<file path="config.mk">
export PLATFORM = sky130hd
export DESIGN_NAME = chain_pit
export DESIGN_NICKNAME = d
export VERILOG_FILES = /design/src/rtl/pit_pkg.sv /design/src/rtl/pit_bus_dec.sv /design/src/rtl/pit_channel.sv /design/src/rtl/chain_pit.sv
export SDC_FILE = /design/constraint.sdc
export NUM_CORES = 1
export LEC_CHECK = 0
export ABC_CLOCK_PERIOD_IN_PS = 3850
export BUFFER_PORTS_ARGS = -buffer_cell sky130_fd_sc_hd__buf_2
export CORE_MARGIN = 2
export CORE_UTILIZATION = 40
export DETAILED_ROUTE_END_ITERATION = 16
export PLACE_DENSITY = 0.62
export SLEW_MARGIN = 30
export SYNTH_ARGS = -nofsm -noshare
export SYNTH_HDL_FRONTEND = slang
export SYNTH_SLANG_ARGS = --single-unit
export TNS_END_PERCENT = 1
</file>
<file path="constraint.sdc">
create_clock -name clk -period 3.85 [get_ports clk]
set_input_delay 0.77 -clock clk [delete_from_list [all_inputs] [get_ports clk]]
set_output_delay 0.77 -clock clk [all_outputs]
set_load 0.05 [all_outputs]
</file>
<file path="src/rtl/pit_pkg.sv">
package pit_pkg;
   localparam int DATA_W = 32;
   localparam int ADDR_W = 9;

   typedef enum logic [1:0] {
      SLOT_RELOAD = 2'd0,
      SLOT_COUNT  = 2'd1,
      SLOT_CTRL   = 2'd2,
      SLOT_FLAG   = 2'd3
   } slot_reg_e;

   localparam int CTL_RUN  = 0;
   localparam int CTL_IEN  = 1;
   localparam int CTL_LINK = 2;
   localparam int GBL_STALL = 0;
   localparam int GBL_STOP  = 1;
endpackage

</file>
<file path="src/rtl/pit_bus_dec.sv">
module pit_bus_dec
   import pit_pkg::*;
#(
   parameter int NUM_CH = 4
) (
   input  logic [ADDR_W-1:0] addr_i,
   output logic              gbl_hit_o,
   output logic              ch_hit_o,
   output logic [3:0]        ch_idx_o,
   output slot_reg_e         reg_sel_o
);
   logic aligned;

   assign aligned   = (addr_i[1:0] == 2'b00);
   assign ch_idx_o  = addr_i[7:4];
   assign reg_sel_o = slot_reg_e'(addr_i[3:2]);
   assign gbl_hit_o = (addr_i == '0);
   assign ch_hit_o  = addr_i[8] && aligned && (32'(addr_i[7:4]) < NUM_CH);
endmodule

</file>
<file path="src/rtl/pit_channel.sv">
module pit_channel
   import pit_pkg::*;
#(
   parameter int CNT_W     = 32,
   parameter bit HAS_CHAIN = 1'b1
) (
   input  logic              clk,
   input  logic              rst_n,
   input  logic              halt_i,
   input  logic              wr_reload_i,
   input  logic              wr_ctrl_i,
   input  logic              wr_flag_i,
   input  logic [DATA_W-1:0] wdata_i,
   input  logic              prev_exp_i,
   output logic [CNT_W-1:0]  reload_o,
   output logic [CNT_W-1:0]  count_o,
   output logic [2:0]        ctrl_o,
   output logic              flag_o,
   output logic              exp_o,
   output logic              irq_o
);
   logic [CNT_W-1:0] reload_q, count_q;
   logic run_q, ien_q, link_q, flag_q;
   logic start, tick, step;

   assign start = wr_ctrl_i && wdata_i[CTL_RUN] && !run_q;
   assign tick  = link_q ? prev_exp_i : 1'b1;
   assign step  = run_q && !halt_i && tick;
   assign exp_o = step && (count_q == '0);

   generate
      if (HAS_CHAIN) begin : g_link
         always_ff @(posedge clk or negedge rst_n) begin
            if (!rst_n)          link_q <= 1'b0;
            else if (wr_ctrl_i)  link_q <= wdata_i[CTL_LINK];
         end
      end else begin : g_nolink
         assign link_q = 1'b0;
      end
   endgenerate

   always_ff @(posedge clk or negedge rst_n) begin
      if (!rst_n) begin
         reload_q <= '0;
         count_q  <= '0;
         run_q    <= 1'b0;
         ien_q    <= 1'b0;
         flag_q   <= 1'b0;
      end else begin
         if (wr_reload_i) reload_q <= wdata_i[CNT_W-1:0];
         if (wr_ctrl_i) begin
            run_q <= wdata_i[CTL_RUN];
            ien_q <= wdata_i[CTL_IEN];
         end
         if (start)                count_q <= reload_q;
         else if (exp_o)           count_q <= reload_q;
         else if (step)            count_q <= count_q - 1'b1;
         if (exp_o)                          flag_q <= 1'b1;
         else if (wr_flag_i && wdata_i[0])   flag_q <= 1'b0;
      end
   end

   assign reload_o = reload_q;
   assign count_o  = count_q;
   assign ctrl_o   = {link_q, ien_q, run_q};
   assign flag_o   = flag_q;
   assign irq_o    = flag_q && ien_q;

   AST_START_LOADS: assert property (@(posedge clk) disable iff (!rst_n)
      start |=> count_q == $past(reload_q));
   AST_COUNT_DOWN: assert property (@(posedge clk) disable iff (!rst_n)
      (step && count_q != '0) |=> count_q == $past(count_q) - 1'b1);
   AST_RELOAD_FLAG: assert property (@(posedge clk) disable iff (!rst_n)
      exp_o |=> (flag_q && count_q == $past(reload_q)));
   AST_W1C_CLEARS: assert property (@(posedge clk) disable iff (!rst_n)
      (wr_flag_i && wdata_i[0] && !exp_o) |=> !flag_q);
   AST_W0_KEEPS: assert property (@(posedge clk) disable iff (!rst_n)
      (wr_flag_i && !wdata_i[0] && flag_q) |=> flag_q);
   AST_HALT_HOLDS: assert property (@(posedge clk) disable iff (!rst_n)
      (halt_i && !start) |=> $stable(count_q));
   AST_IDLE_HOLDS: assert property (@(posedge clk) disable iff (!rst_n)
      (!run_q && !start) |=> $stable(count_q));
endmodule

</file>
<file path="src/rtl/chain_pit.sv">
module chain_pit
   import pit_pkg::*;
#(
   parameter int NUM_CH = 4,
   parameter int CNT_W  = 32
) (
   input  logic              clk,
   input  logic              rst_n,
   input  logic              dbg_halt_i,
   input  logic              bus_wr_i,
   input  logic [8:0]        bus_addr_i,
   input  logic [31:0]       bus_wdata_i,
   output logic [31:0]       bus_rdata_o,
   output logic [NUM_CH-1:0] irq_o
);
   generate
      if (NUM_CH < 2 || NUM_CH > 16) begin : g_bad_nch
         $error("NUM_CH must lie in 2..16");
      end
      if (CNT_W < 1 || CNT_W > DATA_W) begin : g_bad_cntw
         $error("CNT_W must lie in 1..32");
      end
   endgenerate

   logic gbl_hit, ch_hit, halt;
   logic [3:0] ch_idx;
   slot_reg_e  reg_sel;
   logic stop_q, stall_q;

   logic [CNT_W-1:0] reload_v [NUM_CH];
   logic [CNT_W-1:0] count_v  [NUM_CH];
   logic [2:0]       ctrl_v   [NUM_CH];
   logic [NUM_CH-1:0] flag_v, exp_v;

   pit_bus_dec #(.NUM_CH(NUM_CH)) u_dec (
      .addr_i    (bus_addr_i),
      .gbl_hit_o (gbl_hit),
      .ch_hit_o  (ch_hit),
      .ch_idx_o  (ch_idx),
      .reg_sel_o (reg_sel)
   );

   always_ff @(posedge clk or negedge rst_n) begin
      if (!rst_n) begin
         stop_q  <= 1'b1;
         stall_q <= 1'b0;
      end else if (bus_wr_i && gbl_hit) begin
         stop_q  <= bus_wdata_i[GBL_STOP];
         stall_q <= bus_wdata_i[GBL_STALL];
      end
   end

   assign halt = stop_q || (stall_q && dbg_halt_i);

   generate
      for (genvar i = 0; i < NUM_CH; i++) begin : g_ch
         logic sel;
         logic prev_exp;
         assign sel = bus_wr_i && ch_hit && (32'(ch_idx) == i);
         if (i == 0) begin : g_first
            assign prev_exp = 1'b0;
         end else begin : g_next
            assign prev_exp = exp_v[i-1];
         end
         pit_channel #(.CNT_W(CNT_W), .HAS_CHAIN(i != 0)) u_ch (
            .clk         (clk),
            .rst_n       (rst_n),
            .halt_i      (halt),
            .wr_reload_i (sel && reg_sel == SLOT_RELOAD),
            .wr_ctrl_i   (sel && reg_sel == SLOT_CTRL),
            .wr_flag_i   (sel && reg_sel == SLOT_FLAG),
            .wdata_i     (bus_wdata_i),
            .prev_exp_i  (prev_exp),
            .reload_o    (reload_v[i]),
            .count_o     (count_v[i]),
            .ctrl_o      (ctrl_v[i]),
            .flag_o      (flag_v[i]),
            .exp_o       (exp_v[i]),
            .irq_o       (irq_o[i])
         );
      end
   endgenerate

   always_comb begin
      bus_rdata_o = '0;
      if (gbl_hit) begin
         bus_rdata_o[GBL_STOP]  = stop_q;
         bus_rdata_o[GBL_STALL] = stall_q;
      end else if (ch_hit) begin
         for (int k = 0; k < NUM_CH; k++) begin
            if (32'(ch_idx) == k) begin
               unique case (reg_sel)
                  SLOT_RELOAD: bus_rdata_o = DATA_W'(reload_v[k]);
                  SLOT_COUNT:  bus_rdata_o = DATA_W'(count_v[k]);
                  SLOT_CTRL:   bus_rdata_o = DATA_W'(ctrl_v[k]);
                  SLOT_FLAG:   bus_rdata_o = DATA_W'(flag_v[k]);
               endcase
            end
         end
      end
   end

   AST_FIRST_UNLINKED: assert property (@(posedge clk) disable iff (!rst_n)
      !ctrl_v[0][CTL_LINK]);
   AST_STOP_SILENT: assert property (@(posedge clk) disable iff (!rst_n)
      halt |-> exp_v == '0);
endmodule

</file>
==> flow_summary.json, run 1 <==
{
  "post_synth_edffs": 0,
  "start_util": 0.4060,
  "buf_inv_stages_crit_path": 3,
  "clock_sinks": 273,
  "synthSimpleGateAreaFrac": 0.1663,
  "critPathRequiredTime_ns": 3.08,
  "max-cap-violations": 0,
  "synthCells": 1786,
  "final.hold.worst_slack_ns": 0.2679,
  "worst_setup_hold_path_clk_slew_ns": 0.06,
  "mappedNetlistNets": 1837,
  "critical_path.top_delay_family": "simple AND/OR/NAND/NOR gates",
  "timing_max_transition_violations_final": 0,
  "worst_ep_arrival_time_ns": 2.85,
  "layoutNonFillerInstCount": 2411,
  "crit_slowest_cell": "sky130_fd_sc_hd__or4b_2",
  "synth.yosys.warnings": 0,
  "crit_path_cell_trace": "buf_2 > or4b_2 > buf_12 > nor3_1 > a21oi_1 > a21oi_1 > buf_2",
  "die_height_um": 207.8,
  "cts-buffers-inserted": 35,
  "synth_cell_types": 80,
  "vdd_drop_max_mv": 0.2539,
  "status": "completed",
  "num_rows": 74,
  "post_synth_instance_area_sq_um": 16610,
  "synth_seq_area_share": 0.4113,
  "cts.path.max_buffers": 3,
  "synth_fa_ha_area_frac": 0.004518,
  "timing.final.crit_period_ns": 3.617,
  "clock_skew_ns": 0.01496,
  "buffer_ports.inserted": 80,
  "cpPeakStageDelay_ns": 0.66,
  "synth-main-ff-cell": "sky130_fd_sc_hd__dfrtp_1",
  "post_route_cells_drive_above_1_share": 0.2258,
  "powerDensity_nw_per_um2": 378.0,
  "synth.ff_latch_count": 273,
  "cts_resized": 0,
  "grt_antenna_before_repair": 4,
  "die_area_sq_um": 43180,
  "synth_top_family_by_area": "compound AO/OA/AOI/OAI gates",
  "achievable-frequency_mhz": 276.5,
  "synth_xor_xnor_area_share": 0.0005271,
  "area_growth_syn_to_layout_pct": 14.79,
  "wl_um": 57910,
  "worst_pin_slew_ns": 0.8930,
  "endpoint_kind": "primary output",
  "final-hold-violation-count": 0,
  "cts_setup_buffers": 0,
  "iteration_0_drc_markers": 1382,
  "grt_start_max_net_pins": 106,
  "floorplan.core_area_sq_um": 40920,
  "wire_length_of_the_first_global_routing_pass_um": 88830,
  "detail_route.wl_per_cell_um": 24.02,
  "synth_compound_area_frac": 0.1874,
  "grt_overflow": 0,
  "post_synth.cell_area_avg_sq_um": 9.303,
  "routabilityCongestion": 0.9356,
  "final_min_period_over_clock_period": 0.9394,
  "first_global_vias": 14610,
  "post_drt_via_cell_ratio": 6.229,
  "h_tree_level_count": 2,
  "ios": 81,
  "total_grt_usage": 0.2632,
  "worstSetupPathType": "primary input to primary output",
  "worst_slack_ns": 0.2334,
  "layout.cells.most_common": "sky130_fd_sc_hd__dfrtp_1",
  "preCtsSetupSlack_ns": 0.2707,
  "cts.root.buffer_cell": "sky130_fd_sc_hd__clkbuf_16",
  "tritoncts_clock_tree": "yes",
  "worst_slew_margin_relative_to_its_limit": 0.4047,
  "leakage_nw": 8.433,
  "async_flop_share": 1.000,
  "crit_fanout": 62,
  "clock_latency_of_the_later_clocked_register_in_the_worst_skew_pair_ns": 0.55,
  "drt_first_pass_iters": 5,
  "dp.final_hpwl_um": 41480,
  "remaining_drc_errors": 0,
  "vias": 15020,
  "placed_instances": 2351,
  "die_width_um": 207.8,
  "cp-start-kind": "primary input",
  "muxShareOfSynthArea": 0.1833,
  "worst_hold_path_type": "primary input to asynchronous set/reset pin",
  "unrepaired_setup_endpoints_after_global_routing": "false",
  "post_cts_hold_buffer_count": 0,
  "layout.cells.most_common_list": "272 x sky130_fd_sc_hd__dfrtp_1, 165 x sky130_fd_sc_hd__a21oi_1, 159 x sky130_fd_sc_hd__mux2_2",
  "final_net_count": 1907,
  "drtAntennaViolNets": 0,
  "setup_viol": 0
}
[layer usage]
metal / track usage / wire length, um / share of wire / vias to the layer above
li1: - / - / - / 6797
met1: 0.3619 / 24290 / 0.42 / 7451
met2: 0.4164 / 26650 / 0.46 / 666
met3: 0.04539 / 5014 / 0.087 / 102
met4: 0.09660 / 1936 / 0.033 / 2
met5: 0 / 13 / 0.00022 / -
[metrics by stage]
stage | utilization | cell area (sq um) | TNS [ns] | power [mW]
global route | 0.4660 | 19070 | 0 | 7.452
finish | 0.4660 | 19070 | 0 | 7.209
detailed placement | 0.4379 | 17920 | 0 | 3.903
CTS | 0.4658 | 19060 | 0 | 7.240
floorplan | - | 16620 | -0.1803 | 3.566
global placement | 0.4379 | 17920 | 0 | 3.888
[synthesized netlist by cell type, types with 11 or more instances]
master / count / share of area
sky130_fd_sc_hd__a21oi_1: 165 / 0.050
sky130_fd_sc_hd__a21oi_2: 12 / 0.0063
sky130_fd_sc_hd__a22oi_1: 21 / 0.0095
sky130_fd_sc_hd__a2bb2oi_1: 11 / 0.0058
sky130_fd_sc_hd__a31oi_1: 12 / 0.0045
sky130_fd_sc_hd__and2_1: 16 / 0.0060
sky130_fd_sc_hd__buf_1: 14 / 0.0032
sky130_fd_sc_hd__buf_2: 27 / 0.0081
sky130_fd_sc_hd__clkbuf_1: 71 / 0.016
sky130_fd_sc_hd__dfrtp_1: 272 / 0.41
sky130_fd_sc_hd__inv_1: 46 / 0.010
sky130_fd_sc_hd__mux2_2: 159 / 0.11
sky130_fd_sc_hd__mux2i_1: 113 / 0.068
sky130_fd_sc_hd__nand2_1: 131 / 0.030
sky130_fd_sc_hd__nand3_1: 46 / 0.014
sky130_fd_sc_hd__nand4_1: 23 / 0.0087
sky130_fd_sc_hd__nor2_1: 104 / 0.023
sky130_fd_sc_hd__nor3_1: 106 / 0.032
sky130_fd_sc_hd__nor4_1: 41 / 0.015
sky130_fd_sc_hd__o21ai_0: 136 / 0.041
sky130_fd_sc_hd__o21ai_1: 20 / 0.0060
sky130_fd_sc_hd__o22ai_1: 46 / 0.017
sky130_fd_sc_hd__or3_1: 16 / 0.0060
sky130_fd_sc_hd__or4_1: 12 / 0.0054
[cell families (layout without fill, tap and decap cells)]
family,after synthesis,after routing
AO/OA/AOI/OAI,509,509
XOR/XNOR,1,1
adder cells (fa/ha/maj),6,6
buffers and inverters,173,265
flip-flops,273,273
multiplexers,278,278
other,0,1
AND/OR/NAND/NOR,546,546
[state kept, by name (all words and copies together), names as in the netlist]
name / count
g_ch.u_ch.count_o: 128
g_ch.u_ch.flag_o: 4
g_ch.u_ch.ien_q: 4
g_ch.u_ch.link_q: 3
g_ch.u_ch.reload_o: 128
g_ch.u_ch.run_q: 4
stall_q: 1
stop_q: 1
[worst paths after layout]
kind	slack, ns	start	depth (start not counted)	to
max	0.23	bus_addr_i[4]	7	bus_rdata_o[16]
min	0.27	rst_n	1	g_ch[2].u_ch.count_o[4]
max reg2reg	0.24	g_ch[1].u_ch.count_o[0]	11	g_ch[2].u_ch.count_o[1]
min reg2reg	0.52	g_ch[0].u_ch.count_o[11]	2	g_ch[0].u_ch.count_o[11]
max in group asynchronous	2.59	rst_n	2	g_ch[0].u_ch.count_o[19]
min in group clk	0.52	g_ch[0].u_ch.count_o[11]	2	g_ch[0].u_ch.count_o[11]
[power breakdown]
group | total [mW] | switching (mW) | internal [mW]
logic | 0.759 | 0.479 | 0.280
registers | 3.11 | 0.138 | 2.97
clock network | 3.34 | 1.29 | 2.05
[cell type report]
type,count,area [sq um]
clock inverters,6,105.1
fillers,3861,21850
well taps,532,665.6
repair buffers,160,1212
multi-input cells,1340,9045
inverters,46,172.7
flip-flops and latches,273,6833
diodes,1,2.502
clock buffers,53,1036
Power figures use the tool's default switching activity.
==> run 2, diff against run 1 <==
--- a/config.mk
+++ b/config.mk
@@ -14,5 +14,6 @@
 export SLEW_MARGIN = 30
 export SYNTH_ARGS = -nofsm -noshare
 export SYNTH_HDL_FRONTEND = slang
+export SYNTH_HIERARCHICAL = 1
 export SYNTH_SLANG_ARGS = --single-unit
 export TNS_END_PERCENT = 1
==> run 2 against run 1 <==
Net effect: the run now ends with setup timing left; first-iteration DRC count is 0.58% higher; sequential share of layout area is 1.3 points lower; synthesized area shrank 0.96%; utilization grew 2.0 points; critical path depth rose by 11; global-route usage grew 1.1 points; combinational power decreased by 36%; die area fell by 0.94%; worst hold slack worse by 0.013 ns; setup slack got worse by 0.95 ns; total power decreased by 4.9%; sequential cell count did not move; critical path type is now register to register; critical endpoint is now g_ch[3].u_ch/count_o[7].
==> flow_summary.json, run 2 <==
{
  "status": "finished with violations",
  "failed_checks": "setup timing",
  "final_net_count": 1845,
  "setup_viol": 63,
  "worst_hold_path_type": "primary input to asynchronous set/reset pin",
  "reg2reg_from": "g_ch[0].u_ch/count_o[30]",
  "preCtsSetupSlack_ns": -1.267,
  "buffer_ports.inserted": 80,
  "fillers": 3864,
  "synthCells": 1614,
  "critPathRequiredTime_ns": 4.26,
  "routabilityCongestion": 0.9565,
  "placed_instances": 2287,
  "wl_um": 57960,
  "clock_sinks": 273,
  "vias": 14510,
  "insertedDiodeCount": 0,
  "grt_antenna_before_repair": 0,
  "max-cap-violations": 0,
  "floorplan.core_area_sq_um": 40740,
  "final_min_period_over_clock_period": 1.186,
  "drt_first_pass_iters": 5,
  "drtAntennaViolNets": 0,
  "clock_skew_ns": 0.01814,
  "timing_max_transition_violations_final": 0,
  "grt_start_max_net_pins": 84,
  "grt_overflow": 0,
  "critical_path.reg2reg.endpoint": "g_ch[3].u_ch/count_o[7]",
  "post_route_cells_drive_above_1_share": 0.3266,
  "regToRegSetupSlack_ns": -0.72,
  "iteration_0_drc_markers": 1390,
  "powerDensity_nw_per_um2": 346.3,
  "first_global_vias": 14110,
  "timing.final.crit_period_ns": 4.567,
  "layout.cells.most_common": "sky130_fd_sc_hd__dfrtp_1",
  "die_height_um": 206.8,
  "vdd_drop_max_mv": 0.2755,
  "die_area_sq_um": 42780,
  "worst_setup_hold_path_clk_slew_ns": 0.06,
  "worst_ep_arrival_time_ns": 4.98,
  "crit_fanout": 12,
  "remaining_drc_errors": 0,
  "cts.path.max_buffers": 3,
  "wire_length_of_the_first_global_routing_pass_um": 88140,
  "endpoint_kind": "register",
  "post_synth_instance_area_sq_um": 16460,
  "fin_tns_setup_ns": -26.46,
  "h_tree_level_count": 2,
  "unrepaired_setup_endpoints_after_global_routing": "true",
  "layoutNonFillerInstCount": 2351,
  "r2r_cells": 18,
  "start_util": 0.4039,
  "synth.yosys.warnings": 6,
  "clock_latency_of_the_later_clocked_register_in_the_worst_skew_pair_ns": 0.53,
  "dp.final_hpwl_um": 42960,
  "worst_slew_margin_relative_to_its_limit": 0.3425,
  "cp-start-kind": "register",
  "worst_pin_slew_ns": 0.9772,
  "area_growth_syn_to_layout_pct": 20.33,
  "cts.root.buffer_cell": "sky130_fd_sc_hd__clkbuf_16",
  "post_synth.cell_area_avg_sq_um": 10.20,
  "tritoncts_clock_tree": "yes",
  "achievable-frequency_mhz": 219.0,
  "detail_route.wl_per_cell_um": 24.65,
  "final.hold.worst_slack_ns": 0.2548,
  "num_rows": 74,
  "layout.cells.most_common_list": "272 x sky130_fd_sc_hd__dfrtp_1, 170 x sky130_fd_sc_hd__buf_4, 142 x sky130_fd_sc_hd__mux2_2",
  "mappedNetlistNets": 1663,
  "worstSetupPathType": "register to register",
  "worst_slack_ns": -0.7166,
  "post_layout_total_power_mw": 6.857,
  "cts-buffers-inserted": 34,
  "die_width_um": 206.8,
  "leakage_nw": 8.835,
  "total_grt_usage": 0.2747,
  "post_cts_hold_buffer_count": 0,
  "ios": 81,
  "final-hold-violation-count": 0,
  "post_drt_via_cell_ratio": 6.170
}
## run 2: changes by cell type in the layout (fill, tap and decap cells not counted), moves of 17 or more
cell                      delta
sky130_fd_sc_hd__mux2i_1    -56
sky130_fd_sc_hd__nor3_1     -45
sky130_fd_sc_hd__mux2_2     -17
sky130_fd_sc_hd__mux4_2     +42
sky130_fd_sc_hd__o21ai_0    -58
sky130_fd_sc_hd__nand3_1    -17
sky130_fd_sc_hd__o22ai_1    -43
sky130_fd_sc_hd__inv_1      -18
sky130_fd_sc_hd__buf_4     +102
sky130_fd_sc_hd__a21oi_1   -105
sky130_fd_sc_hd__nor2_1     +24
## run 2: metrics by stage
| step | instance area, sq um | utilization |
|---|---|---|
| 3_5_place_dp | 18410 | 0.4519 |
| 6_report | 19800 | 0.4861 |
| 3_3_place_gp | 18410 | 0.4519 |
| 2_1_floorplan | 16510 | - |
| 5_1_grt | 19800 | 0.4861 |
| 4_1_cts | 19730 | 0.4843 |
## run 2: how the worst max path moves through the flow
stage	from	to	cells past startpoint
6_report	g_ch[0].u_ch/count_o[30]	g_ch[3].u_ch/count_o[7]	18
3_5_place_dp	dbg_halt_i	g_ch[3].u_ch/count_o[20]	21
5_1_grt	g_ch[0].u_ch/count_o[30]	g_ch[3].u_ch/count_o[20]	19
4_1_cts	g_ch[0].u_ch/count_o[31]	g_ch[3].u_ch/count_o[16]	18
2_1_floorplan	dbg_halt_i	g_ch[3].u_ch/count_o[7]	24
3_3_place_gp	dbg_halt_i	g_ch[3].u_ch/count_o[20]	21
## run 2: layer usage
metal | part of all wire | GRT usage | vias to the layer above
li1 | - | - | 6471
met1 | 0.45 | 0.3977 | 7316
met2 | 0.45 | 0.4215 | 612
met3 | 0.074 | 0.04490 | 106
met4 | 0.032 | 0.08663 | 0
met5 | 0 | 0 | -
## run 2: what timing repair did
item                       in CTS  in global routing
setup endpoints to repair      65                 65
pin swaps                      16                 10
buffers inserted                3                  2
gates resized for setup        31                 13
## run 2: worst max-delay path, stage by stage, from the launching register on
cell and delay (ns):
sky130_fd_sc_hd__dfrtp_1 0.38, sky130_fd_sc_hd__or4_4 0.57, sky130_fd_sc_hd__or3_4 0.39, sky130_fd_sc_hd__or4_4 0.57, sky130_fd_sc_hd__clkinv_8 0.06, sky130_fd_sc_hd__or2b_4 0.10, sky130_fd_sc_hd__nor4bb_4 0.18, sky130_fd_sc_hd__nand4b_1 0.24
sky130_fd_sc_hd__inv_2 0.09, sky130_fd_sc_hd__or2b_4 0.11, sky130_fd_sc_hd__nor4bb_4 0.19, sky130_fd_sc_hd__nand4b_1 0.19, sky130_fd_sc_hd__inv_2 0.09, sky130_fd_sc_hd__or2b_4 0.12, sky130_fd_sc_hd__nor4bb_4 0.21, sky130_fd_sc_hd__nand4b_1 0.26
sky130_fd_sc_hd__and2_4 0.24, sky130_fd_sc_hd__buf_6 0.15, sky130_fd_sc_hd__a311o_1 0.31
## run 2: report_power, final
group	switching, mW	internal, mW	total, mW
combinational	0.298	0.191	0.489
clock	1.29	2.12	3.42
sequential	0.0444	2.91	2.95
## run 2: cell type report
type / count / area (sq um) / share of cell area
Sequential cell: 273 / 6833 / 0.3451
Clock buffer: 48 / 1027 / 0.05188
Clock inverter: 11 / 155.1 / 0.007835
Multi-Input combinational cell: 1183 / 8922 / 0.4506
Tap cell: 532 / 665.6 / 0.03362
Inverter: 31 / 128.9 / 0.006508
Timing Repair Buffer: 273 / 2069 / 0.1045
==> run 3, diff against run 2 <==
--- a/config.mk
+++ b/config.mk
@@ -10,6 +10,7 @@
 export CORE_MARGIN = 2
 export CORE_UTILIZATION = 40
 export DETAILED_ROUTE_END_ITERATION = 16
+export MAX_ROUTING_LAYER = met4
 export PLACE_DENSITY = 0.62
 export SLEW_MARGIN = 30
 export SYNTH_ARGS = -nofsm -noshare
==> run 3 against run 2 <==
Net effect: the run still ends with setup timing left; wire length increased by 0.28%; register-to-register slack improved by 0.03 ns; count of clock-buffer cells in the layout rose by 7; setup slack improved by 0.034 ns; worst hold slack got worse by 0.061 ns; total power shrank 2.8%; via count increased by 0.50%; non-clock buffer count is 1 lower; clock skew shrank 0.0035 ns; fmax up 0.76%; design area is essentially flat; clock power fell by 6%; largest power group unchanged.
==> flow_summary.json, run 3 (synthesis results as in run 2) <==
{
  "placed_instances": 2286,
  "worst_slew_margin_relative_to_its_limit": 0.3956,
  "cts-buffers-inserted": 34,
  "crit_fanout": 12,
  "worst_setup_hold_path_clk_slew_ns": 0.06,
  "cts.root.buffer_cell": "sky130_fd_sc_hd__clkbuf_16",
  "endpoint_kind": "register",
  "timing_max_transition_violations_final": 0,
  "h_tree_level_count": 2,
  "critPathLaunch": "g_ch[0].u_ch/count_o[29]",
  "final_util": 0.4861,
  "crit_path_cell_trace": "or4_4 > or3_4 > or4_4 > clkinv_8 > or2b_4 > nor4bb_4 > nand4b_1 > inv_2 > or2b_4 > nor4bb_4 > nand4b_1 > inv_2 > or2b_4 > nor4bb_4 > nand4b_1 > nand2_2 > buf_6 > a211oi_1 > a31o_2",
  "die_height_um": 206.8,
  "ios": 81,
  "drt_first_pass_iters": 7,
  "crit_slowest_cell": "sky130_fd_sc_hd__or4_4",
  "detail_route.wl_per_cell_um": 24.72,
  "final-hold-violation-count": 0,
  "final_min_period_over_clock_period": 1.177,
  "fin_tns_setup_ns": -26.50,
  "grt_overflow": 0,
  "critPathRequiredTime_ns": 4.27,
  "post_drt_via_cell_ratio": 6.200,
  "preCtsSetupSlack_ns": -1.258,
  "die_area_sq_um": 42780,
  "first_global_vias": 14180,
  "floorplan.core_area_sq_um": 40740,
  "cp-start-kind": "register",
  "clock_latency_of_the_later_clocked_register_in_the_worst_skew_pair_ns": 0.53,
  "pwr-share-clk": 0.483,
  "vias": 14580,
  "grt_start_max_net_pins": 96,
  "layoutNonFillerInstCount": 2351,
  "final_net_count": 1844,
  "powerDensity_nw_per_um2": 336.6,
  "remaining_drc_errors": 0,
  "tritoncts_clock_tree": "yes",
  "power.combinational.fraction": 0.074,
  "cts.path.max_buffers": 3,
  "r2r_cells": 19,
  "iteration_0_drc_markers": 1457,
  "max-cap-violations": 0,
  "num_rows": 74,
  "fillers": 3830,
  "insertedDiodeCount": 0,
  "post_layout_total_power_mw": 6.666,
  "reg2reg_from": "g_ch[0].u_ch/count_o[29]",
  "power_frac_seq": 0.443,
  "netSwitchingPower_mw": 1.626,
  "dp.final_hpwl_um": 43010,
  "regToRegSetupSlack_ns": -0.68,
  "vdd_drop_max_mv": 0.3128,
  "layout.cells.most_common_list": "272 x sky130_fd_sc_hd__dfrtp_1, 164 x sky130_fd_sc_hd__buf_4, 142 x sky130_fd_sc_hd__mux2_2",
  "drtAntennaViolNets": 0,
  "status": "finished with violations",
  "post_cts_hold_buffer_count": 0,
  "unrepaired_setup_endpoints_after_global_routing": "true",
  "wl_um": 58120,
  "layout.cells.most_common": "sky130_fd_sc_hd__dfrtp_1",
  "clock_sinks": 273,
  "worst_setup_path_endpoint": "g_ch[3].u_ch/count_o[14]",
  "cpPeakStageDelay_ns": 0.57,
  "worst_slack_ns": -0.6821,
  "p_int_mw": 5.040,
  "area_growth_syn_to_layout_pct": 20.34,
  "worst_hold_path_type": "primary input to asynchronous set/reset pin",
  "buffer_ports.inserted": 80,
  "setup_viol": 64,
  "routabilityCongestion": 0.9743,
  "post_route_cells_drive_above_1_share": 0.3260,
  "worstSetupPathType": "register to register",
  "total_grt_usage": 0.2866,
  "power.switching_fraction": 0.2439,
  "worst_pin_slew_ns": 0.8984,
  "failed_checks": "setup timing",
  "timing.final.crit_period_ns": 4.532,
  "clock_skew_ns": 0.01464,
  "critical_path.reg2reg.endpoint": "g_ch[3].u_ch/count_o[14]",
  "worst_ep_arrival_time_ns": 4.95,
  "leakage_nw": 8.809,
  "grt_antenna_before_repair": 0,
  "start_util": 0.4039,
  "die_width_um": 206.8,
  "wire_length_of_the_first_global_routing_pass_um": 89440,
  "achievable-frequency_mhz": 220.6
}
run 3: cell count changes in the layout (fill, tap and decap cells not counted), moves of 2 or more:
| cell | before | now |
|---|---|---|
| sky130_fd_sc_hd__buf_12 | 13 | 17 |
| sky130_fd_sc_hd__bufinv_16 | 4 | 0 |
| sky130_fd_sc_hd__clkbuf_1 | 5 | 8 |
| sky130_fd_sc_hd__a21oi_2 | 5 | 7 |
| sky130_fd_sc_hd__buf_4 | 170 | 164 |
| sky130_fd_sc_hd__clkinv_2 | 7 | 4 |
| sky130_fd_sc_hd__clkbuf_8 | 6 | 10 |
| sky130_fd_sc_hd__o21ai_1 | 27 | 25 |
| sky130_fd_sc_hd__a21oi_1 | 60 | 58 |
run 3: worst max-delay path, delay by kind of cell, from the launching register on:
kind	cells	cell delay, ns
and+or+nand+nor	13	3.33
DFF	1	0.38
buffers and inverters	4	0.42
AOI/OAI and AO/OA	2	0.28
run 3: layer usage:
| metal | global-route usage | part of all wire |
|---|---|---|
| met5 | - | 0 |
| met2 | 0.4182 | 0.44 |
| met3 | 0.04914 | 0.078 |
| met4 | 0.08713 | 0.034 |
| met1 | 0.4079 | 0.44 |
run 3: power groups by stage:
| stage | clock (mW) | sequential [mW] | combinational [mW] |
|---|---|---|---|
| 3_3_place_gp | 0 | 3.00 | 0.478 |
| 5_1_grt | 3.38 | 2.96 | 0.540 |
| 3_5_place_dp | 0 | 3.00 | 0.490 |
| 4_1_cts | 3.27 | 2.95 | 0.494 |
| 2_1_floorplan | 0 | 2.99 | 0.252 |
| 6_report | 3.22 | 2.95 | 0.493 |
run 3: area by class of cell:
class,instances,area [sq um],share of cell area
Clock inverter,5,28.78,0.001453
Timing Repair Buffer,272,2120,0.1070
Sequential cell,273,6833,0.3450
Multi-Input combinational cell,1183,8934,0.4511
Tap cell,532,665.6,0.03361
Inverter,31,128.9,0.006508
Clock buffer,55,1094,0.05522
run 3: through the flow:
stage | cell area (sq um) | hold WS (ns)
2_1_floorplan | 16510 | 0.4523
4_1_cts | 19720 | 0.2235
5_1_grt | 19800 | 0.2504
3_3_place_gp | 18450 | 0.4759
6_report | 19800 | 0.1939
3_5_place_dp | 18450 | 0.4853
run 3: how the worst min path moves through the flow:
stage,endpoint,start,cells past startpoint
floorplan,g_ch[0].u_ch/flag_o,g_ch[0].u_ch/flag_o,2
global placement,g_ch[1].u_ch/count_o[11],g_ch[1].u_ch/reload_o[11],2
detailed placement,g_ch[0].u_ch/flag_o,g_ch[0].u_ch/flag_o,2
global route,g_ch[0].u_ch/reload_o[0],rst_n,1
CTS,g_ch[0].u_ch/reload_o[0],rst_n,1
finish,g_ch[0].u_ch/reload_o[0],rst_n,1
run 3: what timing repair did:
item,in CTS,in global routing
pin swaps,11,15
setup endpoints to repair,65,65
setup buffers,3,2
gates resized for setup,28,20
